### src/rtl/divu_pkg.sv
// Shared types for the iterative divider.
// Assumes: operand width is even so that a word is half of it.
package divu_pkg;

    // Operation mode as captured with a request
    typedef struct packed {
        logic sgn;
        logic word;
        logic ext;
        logic modu;
        logic rec;
    } div_mode_t;

    // Facts derived from the operands before iteration starts
    typedef struct packed {
        logic neg_q;    // quotient must be negated
        logic neg_r;    // remainder must be negated
        logic b_zero;   // effective divisor is zero
        logic pre_ovf;  // extended 64-bit quotient cannot fit
    } div_flags_t;

    localparam logic [7:0] COND_SEL = 8'h80;

endpackage

### src/rtl/div_operand_prep.sv
// Operand preparation: selects word or full operands, takes magnitudes
// and builds the high/low halves of the numerator for the loop.
// Assumes: combinational, sampled by the caller on the accepting edge.
module div_operand_prep
    import divu_pkg::*;
#(
    parameter int W = 64
) (
    input  logic         sgn,
    input  logic         word,
    input  logic         ext,
    input  logic         modu,
    input  logic [W-1:0] a,
    input  logic [W-1:0] b,
    output logic [W-1:0] num_hi,
    output logic [W-1:0] num_lo,
    output logic [W-1:0] den,
    output div_flags_t   flags
);
    localparam int H = W / 2;

    logic [W-1:0] a_ext, b_ext, a_mag, b_mag;
    logic         a_neg, b_neg;

    // Width selection and magnitudes
    always_comb begin
        if (word) begin
            a_ext = sgn ? {{H{a[H-1]}}, a[H-1:0]} : {{H{1'b0}}, a[H-1:0]};
            b_ext = sgn ? {{H{b[H-1]}}, b[H-1:0]} : {{H{1'b0}}, b[H-1:0]};
        end else begin
            a_ext = a;
            b_ext = b;
        end
        a_neg = sgn && a_ext[W-1];
        b_neg = sgn && b_ext[W-1];
        a_mag = a_neg ? -a_ext : a_ext;
        b_mag = b_neg ? -b_ext : b_ext;
    end

    // Numerator layout and overflow pre-check
    always_comb begin
        num_hi        = '0;
        num_lo        = a_mag;
        den           = b_mag;
        flags.neg_q   = a_neg ^ b_neg;
        flags.neg_r   = a_neg;
        flags.b_zero  = (b_ext == '0);
        flags.pre_ovf = 1'b0;
        if (ext && !modu) begin
            if (word) begin
                num_lo = {a_mag[H-1:0], {H{1'b0}}};
            end else begin
                num_hi        = a_mag;
                num_lo        = '0;
                flags.pre_ovf = (a_mag >= b_mag);
            end
        end
    end
endmodule

### src/rtl/div_iter_core.sv
// Restoring shift-subtract loop, one quotient bit per cycle, W cycles.
// Assumes: num_hi < den on load when the result is to be used; load
// is only raised while idle.
module div_iter_core #(
    parameter int W  = 64,
    parameter int CW = $clog2(W)
) (
    input  logic         clk,
    input  logic         rst_n,
    input  logic         load,
    input  logic [W-1:0] num_hi,
    input  logic [W-1:0] num_lo,
    input  logic [W-1:0] den,
    output logic         busy,
    output logic         done,
    output logic [W-1:0] quo,
    output logic [W-1:0] rem
);
    localparam logic [CW-1:0] LAST = CW'(W - 1);

    logic [W-1:0]  r_q, q_q, d_q;
    logic [CW-1:0] cnt;
    logic [W:0]    trial, diff;

    // Trial subtraction of the divisor from the shifted partial remainder
    always_comb begin
        trial = {r_q, q_q[W-1]};
        diff  = trial - {1'b0, d_q};
    end

    // Iteration state, step counter and completion pulse
    always_ff @(posedge clk) begin
        if (!rst_n) begin
            r_q  <= '0;
            q_q  <= '0;
            d_q  <= '0;
            cnt  <= '0;
            busy <= 1'b0;
            done <= 1'b0;
        end else begin
            done <= 1'b0;
            if (load) begin
                r_q  <= num_hi;
                q_q  <= num_lo;
                d_q  <= den;
                cnt  <= '0;
                busy <= 1'b1;
            end else if (busy) begin
                if (!diff[W]) begin
                    r_q <= diff[W-1:0];
                    q_q <= {q_q[W-2:0], 1'b1};
                end else begin
                    r_q <= trial[W-1:0];
                    q_q <= {q_q[W-2:0], 1'b0};
                end
                cnt <= cnt + 1'b1;
                if (cnt == LAST) begin
                    busy <= 1'b0;
                    done <= 1'b1;
                end
            end
        end
    end

    assign quo = q_q;
    assign rem = r_q;

    // Completion only ever follows an active iteration
    p_done_after_busy_r2: assert property (@(posedge clk) disable iff (!rst_n)
        done |-> $past(busy));
    // The top never reloads a running loop
    p_no_load_busy_r10: assert property (@(posedge clk) disable iff (!rst_n)
        load |-> !busy);
endmodule

### src/rtl/div_result_fmt.sv
// Result formatting: sign correction, range check, word packing and
// the 4-bit condition code from a signed compare against zero.
// Assumes: quo/rem are magnitudes from a completed loop.
module div_result_fmt
    import divu_pkg::*;
#(
    parameter int W = 64
) (
    input  logic         sgn,
    input  logic         word,
    input  logic         modu,
    input  div_flags_t   flags,
    input  logic [W-1:0] quo,
    input  logic [W-1:0] rem,
    output logic [W-1:0] value,
    output logic [3:0]   cond4
);
    localparam int H = W / 2;
    localparam logic [H-1:0] MIN_H = {1'b1, {(H-1){1'b0}}};
    localparam logic [W-1:0] MIN_W = {1'b1, {(W-1){1'b0}}};

    logic [W-1:0] qs, rs;
    logic         fits;

    // Signed values and destination-range check on the quotient magnitude
    always_comb begin
        qs = flags.neg_q ? -quo : quo;
        rs = flags.neg_r ? -rem : rem;
        if (!sgn)
            fits = word ? (quo[W-1:H] == '0) : 1'b1;
        else if (word)
            fits = (quo[W-1:H] == '0) &&
                   (!quo[H-1] || (flags.neg_q && quo[H-1:0] == MIN_H));
        else
            fits = !quo[W-1] || (flags.neg_q && quo == MIN_W);
    end

    // Final write-back value selection
    always_comb begin
        if (flags.b_zero)
            value = '0;
        else if (modu)
            value = !word ? rs :
                    sgn   ? {{H{rs[H-1]}}, rs[H-1:0]} : {{H{1'b0}}, rs[H-1:0]};
        else if (flags.pre_ovf || !fits)
            value = '0;
        else
            value = word ? {{H{1'b0}}, qs[H-1:0]} : qs;
    end

    // Condition nibble {LT, GT, EQ, 0}
    always_comb begin
        cond4[3] = value[W-1];
        cond4[1] = (value == '0);
        cond4[2] = !cond4[3] && !cond4[1];
        cond4[0] = 1'b0;
    end

    // Exactly one of LT/GT/EQ is set
    always_comb begin
        a_cond_onehot_r9: assert ($countones(cond4[3:1]) == 1);
    end
endmodule

### src/rtl/int_divider.sv
// Top of the iterative divider: request capture, loop control and the
// registered one-cycle result strobe.
// Assumes: start is taken only when neither iterating nor finishing.
module int_divider
    import divu_pkg::*;
#(
    parameter int DATA_W = 64,
    parameter int REG_W  = 5
) (
    input  logic              clk,
    input  logic              rst_n,
    input  logic              start,
    input  logic [DATA_W-1:0] dividend,
    input  logic [DATA_W-1:0] divisor,
    input  logic [REG_W-1:0]  dest_reg,
    input  logic              op_signed,
    input  logic              op_word,
    input  logic              op_extended,
    input  logic              op_modulus,
    input  logic              op_record,
    output logic              res_valid,
    output logic [DATA_W-1:0] res_data,
    output logic [REG_W-1:0]  res_dest,
    output logic              res_wen,
    output logic              cond_wen,
    output logic [7:0]        cond_mask,
    output logic [31:0]       cond_data
);
    localparam int CW  = $clog2(DATA_W);
    localparam int LCW = $clog2(DATA_W + 4) + 1;

    div_mode_t         mode_in, mode_q;
    div_flags_t        flags_in, flags_q;
    logic [REG_W-1:0]  dest_q;
    logic [DATA_W-1:0] num_hi, num_lo, den, quo, rem, value;
    logic [3:0]        cond4;
    logic              busy, done, accept;

    assign mode_in = '{sgn: op_signed, word: op_word, ext: op_extended,
                       modu: op_modulus, rec: op_record};
    assign accept  = start && !busy && !done;

    div_operand_prep #(.W(DATA_W)) u_prep (
        .sgn(mode_in.sgn), .word(mode_in.word), .ext(mode_in.ext),
        .modu(mode_in.modu), .a(dividend), .b(divisor),
        .num_hi(num_hi), .num_lo(num_lo), .den(den), .flags(flags_in)
    );

    div_iter_core #(.W(DATA_W), .CW(CW)) u_core (
        .clk(clk), .rst_n(rst_n), .load(accept),
        .num_hi(num_hi), .num_lo(num_lo), .den(den),
        .busy(busy), .done(done), .quo(quo), .rem(rem)
    );

    div_result_fmt #(.W(DATA_W)) u_fmt (
        .sgn(mode_q.sgn), .word(mode_q.word), .modu(mode_q.modu),
        .flags(flags_q), .quo(quo), .rem(rem), .value(value), .cond4(cond4)
    );

    // Request capture on acceptance
    always_ff @(posedge clk) begin
        if (!rst_n) begin
            mode_q  <= '0;
            flags_q <= '0;
            dest_q  <= '0;
        end else if (accept) begin
            mode_q  <= mode_in;
            flags_q <= flags_in;
            dest_q  <= dest_reg;
        end
    end

    // Registered result strobe and write-back fields
    always_ff @(posedge clk) begin
        if (!rst_n) begin
            res_valid <= 1'b0;
            res_wen   <= 1'b0;
            cond_wen  <= 1'b0;
            res_data  <= '0;
            res_dest  <= '0;
            cond_mask <= '0;
            cond_data <= '0;
        end else begin
            res_valid <= done;
            res_wen   <= done;
            cond_wen  <= done && mode_q.rec;
            if (done) begin
                res_data  <= value;
                res_dest  <= dest_q;
                cond_mask <= mode_q.rec ? COND_SEL : 8'h00;
                cond_data <= mode_q.rec ? {cond4, 28'h0} : 32'h0;
            end
        end
    end

    // Checker: cycles elapsed since the last acceptance
    logic [LCW-1:0] lat_cnt;
    always_ff @(posedge clk) begin
        if (!rst_n)                lat_cnt <= '0;
        else if (accept)           lat_cnt <= '0;
        else if (!(&lat_cnt))      lat_cnt <= lat_cnt + 1'b1;
    end

    p_valid_pulse_r2: assert property (@(posedge clk) disable iff (!rst_n)
        res_valid |=> !res_valid);
    p_latency_r2: assert property (@(posedge clk) disable iff (!rst_n)
        res_valid |-> (lat_cnt == LCW'(DATA_W + 1)));
    p_zero_div_r4: assert property (@(posedge clk) disable iff (!rst_n)
        (res_valid && flags_q.b_zero) |-> (res_data == '0));
    p_ext_ovf_r6: assert property (@(posedge clk) disable iff (!rst_n)
        (res_valid && flags_q.pre_ovf && mode_q.ext && !mode_q.modu) |-> (res_data == '0));
    p_cond_gate_r9: assert property (@(posedge clk) disable iff (!rst_n)
        cond_wen |-> (res_valid && cond_mask == COND_SEL));
    p_ignore_busy_r10: assert property (@(posedge clk) disable iff (!rst_n)
        (start && busy) |=> $stable(dest_q));
    p_reset_idle_r11: assert property (@(posedge clk)
        !rst_n |=> (!res_valid && !res_wen && !cond_wen));
endmodule

### config.mk
export PLATFORM = sky130hd
export DESIGN_NAME = int_divider
export DESIGN_NICKNAME = d
export VERILOG_FILES = /design/src/rtl/divu_pkg.sv /design/src/rtl/div_operand_prep.sv /design/src/rtl/div_iter_core.sv /design/src/rtl/div_result_fmt.sv /design/src/rtl/int_divider.sv
export SDC_FILE = /design/constraint.sdc
export NUM_CORES = 1
export LEC_CHECK = 0
export ABC_AREA = 0
export BUFFER_PORTS_ARGS = -buffer_cell sky130_fd_sc_hd__buf_2
export CORE_UTILIZATION = 25
export DETAILED_ROUTE_END_ITERATION = 10
export GPL_ROUTABILITY_DRIVEN = 0
export SLEW_MARGIN = 15
export SYNTH_ARGS = -nofsm -noshare
export SYNTH_HDL_FRONTEND = slang
export SYNTH_SLANG_ARGS = --single-unit
### constraint.sdc
create_clock -name clk -period 5.51 [get_ports clk]
set_clock_uncertainty 0.1 [all_clocks]
set_input_delay 0.551 -clock clk [delete_from_list [all_inputs] [get_ports clk]]
set_output_delay 0.551 -clock clk [all_outputs]
set_load 0.03 [all_outputs]
; Yosys cells after proc, flatten, opt, wreduce, memory -nomap -nowiden
; Cells that the tools add are included.
[totals]
register_bits = 324
latch_bits = 0
mem_bits_rw = 0
rom_bits = 0
inputBits = 141
out_inout_bits = 112
wordCells = 96
memories = 0
[op_classes]
add_sub_neg = 6
mul = 0
div_mod_pow = 0
order_cmp = 1
eq_ne = 3
shift = 0
mux = 35
bitwise = 3
reduce_logical = 27
[ops]
columns = operator, n
row1 = $mux 64, 23
row2 = $neg 64->64, 4
row3 = $logic_not 64->1, 2
row4 = $sub 65x64->65, 1
row5 = $eq 64x64->1 const B, 1
row6 = $ge 64x64->1, 1
row7 = $eq 32x32->1 const B, 1
row8 = $logic_not 32->1, 1
row9 = $mux 32, 1
row10 = $logic_and 1x1->1, 10
row11 = $mux 1, 10
row12 = $logic_not 1->1, 8
row13 = $mux 8, 1
row14 = $add 6x1->6 const B, 1
row15 = $eq 6x6->1 const B, 1
row16 = $logic_or 1x1->1, 3
row17 = $reduce_or 3->1, 1
row18 = $not 1->1, 2
row19 = $reduce_bool 2->1, 1
row20 = $reduce_or 2->1, 1
row21 = $xor 1x1->1, 1

; Longest topological paths before layout
[logic_depth]
depth_word = 15
ltp_mapped = 22
depth_no_buf = 22

; Cells and area by module
; A second synthesis with hierarchy kept.
[hier_totals]
cells_unflattened = 3932
hier_area_um2 = 29315.6
[by_module_without_submodules]
columns = module, instances, cells_per_inst, area_each_um2, seq_area_each_um2
row1 = div_iter_core, 1, 1590, 13306.5, 4003.8
row2 = div_operand_prep, 1, 1136, 6855.3, 0.0
row3 = div_result_fmt, 1, 865, 5521.5, 0.0
row4 = int_divider, 1, 341, 3632.2, 1781.7

; Worst setup path before layout
; Ideal clock, no wire load.
[synth_path]
kind = input port to flip-flop
startpoint = input port divisor[4]
endpoint = register flags_q[0] in the netlist's numbering
setup_ps = 132
arrival_time_ps = 4909
required_time_ps = 5278
path_slack_ps = 369
stages = 22
path_buffers = 0
cell_sequence = or4_1 -> or3_1 -> nor3_1 -> nand3_1 -> a21oi_1 -> o21a_1 -> o21a_1 -> nand2_1 -> o21ai_0 -> xor2_1 -> or2_2 -> ha_1 -> a21oi_1 -> nor2b_1 -> o21ai_0 -> nand2b_1 -> a21oi_1 -> nor2b_1 -> o21ai_0 -> nand2b_1 -> a2111oi_0 -> a31oi_1
[synth_between]
elab_chain_cells = 7
[synth_lines]
columns = item, line_no
row1 = from (decl), int_divider.sv:14  ; input logic [DATA_W-1:0] divisor,
row2 = $mux 64, div_operand_prep.sv:29  ; b_ext = sgn ? {{H{b[H-1]}}, b[H-1:0]} : {{H{1'b0}}, b[H-1:0]};
row3 = $mux 64 (*), div_operand_prep.sv:27  ; if (word) begin
row4 = $neg 64->64, div_operand_prep.sv:37  ; b_mag = b_neg ? -b_ext : b_ext;
row5 = $mux 64 (*), div_operand_prep.sv:37
row6 = $ge 64x64->1 (*), div_operand_prep.sv:55  ; flags.pre_ovf = (a_mag >= b_mag);
row7 = $mux 1 (*), div_operand_prep.sv:50  ; if (word) begin
row8 = $mux 1 (*), div_operand_prep.sv:49  ; if (ext && !modu) begin
row9 = to (signal assigned), int_divider.sv:68  ; flags_q <= flags_in;
row10 = to (decl), int_divider.sv:33  ; div_flags_t flags_in, flags_q;
; Every way passes the cells marked *; elsewhere a longest branch is shown, timed or not.
; A chain may end at the register's enable or synchronous reset.

; Worst setup path after layout
[layout_path]
startpoint = register u_core.q_q[63], in the netlist u_core.quo[63]
endpoint = register u_core.r_q[22], in the netlist u_core.rem[22]
[layout_between]
elab_chain_cells = 4
[layout_lines]
columns = item, line_no
row1 = from (decl), div_iter_core.sv:21  ; logic [W-1:0] r_q, q_q, d_q;
row2 = from (signal assigned), div_iter_core.sv:44  ; q_q <= num_lo;
row3 = from (signal assigned), div_iter_core.sv:51  ; q_q <= {q_q[W-2:0], 1'b1};
row4 = from (signal assigned), div_iter_core.sv:54  ; q_q <= {q_q[W-2:0], 1'b0};
row5 = $sub 65x64->65, div_iter_core.sv:28  ; diff = trial - {1'b0, d_q};
row6 = $mux 64, div_iter_core.sv:49  ; if (!diff[W]) begin
row7 = $mux 64, div_iter_core.sv:48  ; end else if (busy) begin
row8 = $mux 64, div_iter_core.sv:42  ; if (load) begin
row9 = to (signal assigned), div_iter_core.sv:43  ; r_q <= num_hi;
row10 = to (signal assigned), div_iter_core.sv:50  ; r_q <= diff[W-1:0];
row11 = to (signal assigned), div_iter_core.sv:53  ; r_q <= trial[W-1:0];
row12 = to (decl), div_iter_core.sv:21
; No other way between the ends. The select of a mux whose other input is x is not followed.

==> impl_results.md <==
- Power Total: between 9 and 10 mW
- Critical-path maximum fanout: 70
- Final hold violation count: 0
- Leakage: about 12 nW
- DRT iter0 DRCs: between 3000 and 4000
- CP Launch Type: flop
- I/O Pins: around 250
- Ys async rst share: 0%
- Synthesis-to-finish area growth: 16.4%
- Most common cell after layout, fill and taps aside: a21oi_1
- Endpoint class of the critical path: flop
- Final Non-Filler Cells: approximately 4900
- Worst path required time: about 6 ns
- RSZ-0062 raised after global routing: no
- Vias per cell: 5.59
- Post-synth EDFFs: 0
- Biggest cell delay along the critical path: 0.50 ns
- Total Wirelength: ~110000 µm
- Post-route DRC violation count: 0
- Post-synth top area share: 23.0%
- Main flop type after synthesis: dfxtp_1
- Post-detail-place hpwl: 85600 µm
- Largest area contributor in the netlist: dfxtp_1
- Arr. time, crit path: 5.28 ns
- VDD IR max: a little under 0.0004 V
- Cell area after synthesis: approximately 25000 µm²
- Main area contributors after synthesis: dfxtp_1 (23%), a21oi_1 (6.7%), ha_1 (6.6%)
- Crit-path cells: inv_1 -> ha_1 -> fa_1 -> nor2b_1 -> o31a_1 -> o21ai_0 -> o21ai_1 -> o211ai_1 -> a2111oi_0 -> buf_4 -> or4_1 -> nand4_1 -> buf_12 -> buf_4 -> nor2_1 -> a21oi_1 -> a211oi_1
- Row count: 115
- FF+latch area: 5780 µm²
- Fin area: a little under 30000 µm²
- Synth Register Bits: about 290
- Clock latency at the later pin of the worst-skew pair: between 0.5 and 0.6 ns
- Yosys cell types: 92
- Die height: 319 µm
- Placed cells: about 4800
- CTS H-Tree Depth: 2
- Worst Tran Pin Value: ~1.2 ns
- Most used cell, CP: buf_4
- Hold Path Origin: dest_reg[4]
- Reg2reg end: u_core.rem[22]
- Most frequent cells in the layout: a21oi_1 (334), nor2_1 (319), dfxtp_1 (284)
- GRT Residual Overflow: 0
- Worst hold path cell count: 2
- Reg clk slew, reported paths: ~0.060 ns
- Power density cells: 340 nW/µm²
- Layout Nets: approximately 3800
- WS Path Type: reg -> reg
- Antenna-violating nets left: 0
- Multi-input gate area: ~18000 µm²
- Final core utilization: between 20% and 30%
- Max Fclk: ~0.20 GHz
- Max-slew violation count: 0
- Starting density of the core: approximately a quarter
- Max clock buf depth: 3
- Rel. slew slack: roughly a fifth
- Tmin final: 4.92 ns
- Register area share after synthesis: 23.0%
- Setup-failing EPs final: 0
- Avg WL per Cell: 22.2 µm
- Synthesized area per cell: roughly 7.4 µm²
- Worst reg-to-reg path cell count: 17
- Routed vias: between 20000 and 30000
- Clock root cell: clkbuf_16
- Period utilization: between 80% and 90%
- Die width: 319 µm
- Reg-to-reg startpoint: u_core.quo[63]
- Num CTS Buffers: 37
- WHS: 0.0986 ns
- Vias in the first global route: between 20000 and 25000
- Placed Area: approximately 28000 µm²
- Outcome: finished, final reports clean
- Fillcell total: 10700
- Hold worst-path end: dest_q[4]
- DIE AREA: between 100000 and 150000 µm²
- Clk sinks: 288
- Hold_buf cts: 0
- Layout cells sized above 1: 13.9%
- Delay-heaviest family, CP: compound AO/OA/AOI/OAI gates
- Hold WC Path Type: in -> reg
- Worst setup margin: between 0.5 and 0.6 ns
- Slowest-stage cell, CP: dfxtp_1
- Reg2reg setup slack: between 0.5 and 0.6 ns
- Largest net degree at the start of global routing: 86
- Post-Route Setup TNS: 0 ns
- Ys Warns: 0
- Mapped Cells: 3373
- CP Buf/Inv Count: 4
- Max cap viols: 0
- DR pass1 iterations: 6
- Core area: a little under 100000 µm²
- Initial antenna violation count: 3
- Global-route wire length before repair: around 160000 µm
- Worst slack, placed: ~0.066 ns
- Total GRT Usage: a little over 20%
- CTS tree: yes
- Port bufs: 216
## where the power goes
| group | leakage [nW] | internal [mW] | switching (mW) |
|---|---|---|---|
| clock | 0.572 | 1.43 | 1.03 |
| combinational | 8.82 | 1.86 | 3.04 |
| sequential | 2.36 | 2.26 | 0.293 |
| total | 11.7 | 5.55 | 4.36 |
## sequential cells by signal, indices dropped and copies added (netlist names)
| name | flops |
|---|---|
| res_wen | 1 |
| res_dest | 5 |
| u_core.busy | 1 |
| flags_q | 4 |
| u_core.quo | 64 |
| u_core.d_q | 64 |
| cond_data | 3 |
| cond_mask | 1 |
| cond_wen | 1 |
| u_core.cnt | 6 |
| u_core.done | 1 |
| dest_q | 5 |
| res_data | 64 |
| u_core.rem | 64 |
| mode_q | 4 |
## worst max-delay path by stage
| stage | startpoint | depth (start not counted) | to | slack [ns] |
|---|---|---|---|---|
| 3_5_place_dp | divisor[4] | 24 | flags_q[0] | 0.07 |
| 4_1_cts | u_core.quo[63] | 17 | u_core.rem[22] | 0.55 |
| 5_1_grt | divisor[4] | 25 | flags_q[0] | 0.13 |
| 3_3_place_gp | divisor[4] | 25 | flags_q[0] | 0.08 |
| 2_1_floorplan | divisor[4] | 22 | flags_q[0] | 0.37 |
| 6_report | u_core.quo[63] | 17 | u_core.rem[22] | 0.59 |
## cell families (layout without fill, tap and decap cells)
family          Yosys count  count (layout)  synth area share (%)
simple gates           1018            1018                  20.3
compound gates         1209            1209                  31.4
buf+inv                 399             571                  6.89
fa+ha+maj               134             134                  6.72
mux                      50              50                  2.03
other cells               1              37                0.0150
xor+xnor                274             274                  9.58
flops                   288             288                  23.0
## metal layers
| metal | track usage, % | vias up | wire length (µm) |
|---|---|---|---|
| met5 | 0 | - | 0 |
| met4 | 8.06 | 0 | 4400 |
| met3 | 4.45 | 203 | 11700 |
| met2 | 29.1 | 1494 | 43100 |
| met1 | 29.6 | 12700 | 49000 |
| li1 | - | 12800 | - |
## worst register-to-register path, cell delays in order, from the launching register on
cell,delay (ns)
dfxtp_1,0.50
inv_1,0.21
ha_1,0.32
fa_1,0.40
nor2b_1,0.21
o31a_1,0.24
o21ai_0,0.19
o21ai_1,0.35
o211ai_1,0.25
a2111oi_0,0.48
buf_4,0.23
or4_1,0.12
nand4_1,0.22
buf_12,0.28
buf_4,0.25
nor2_1,0.09
a21oi_1,0.05
a211oi_1,0.30
## layout make-up
| class | count | share of cell area, % |
|---|---|---|
| multi-input combinational | 2721 | 60.8 |
| tap | 1287 | 5.52 |
| sequential | 288 | 19.8 |
| antenna | 1 | 0.00858 |
| clock buffer | 47 | 3.41 |
| clock inverter | 17 | 0.695 |
| timing repair buffer | 388 | 8.20 |
| inverter | 119 | 1.53 |
## synthesized netlist by cell type (all sizes together), types with 79 or more instances
cell and n:
a21oi 334, nor2 320, dfxtp 288, o21ai 233, clkbuf 211, nand2 209, xor2 139, xnor2 135
ha 133, inv 117, o22ai 86, nor3 79
## repair_timing
item                       4_1_cts  5_1_grt
setup buffers                    0        0
setup endpoints to repair        0        2
resized for setup                0        1
Power figures use the tool's default switching activity.
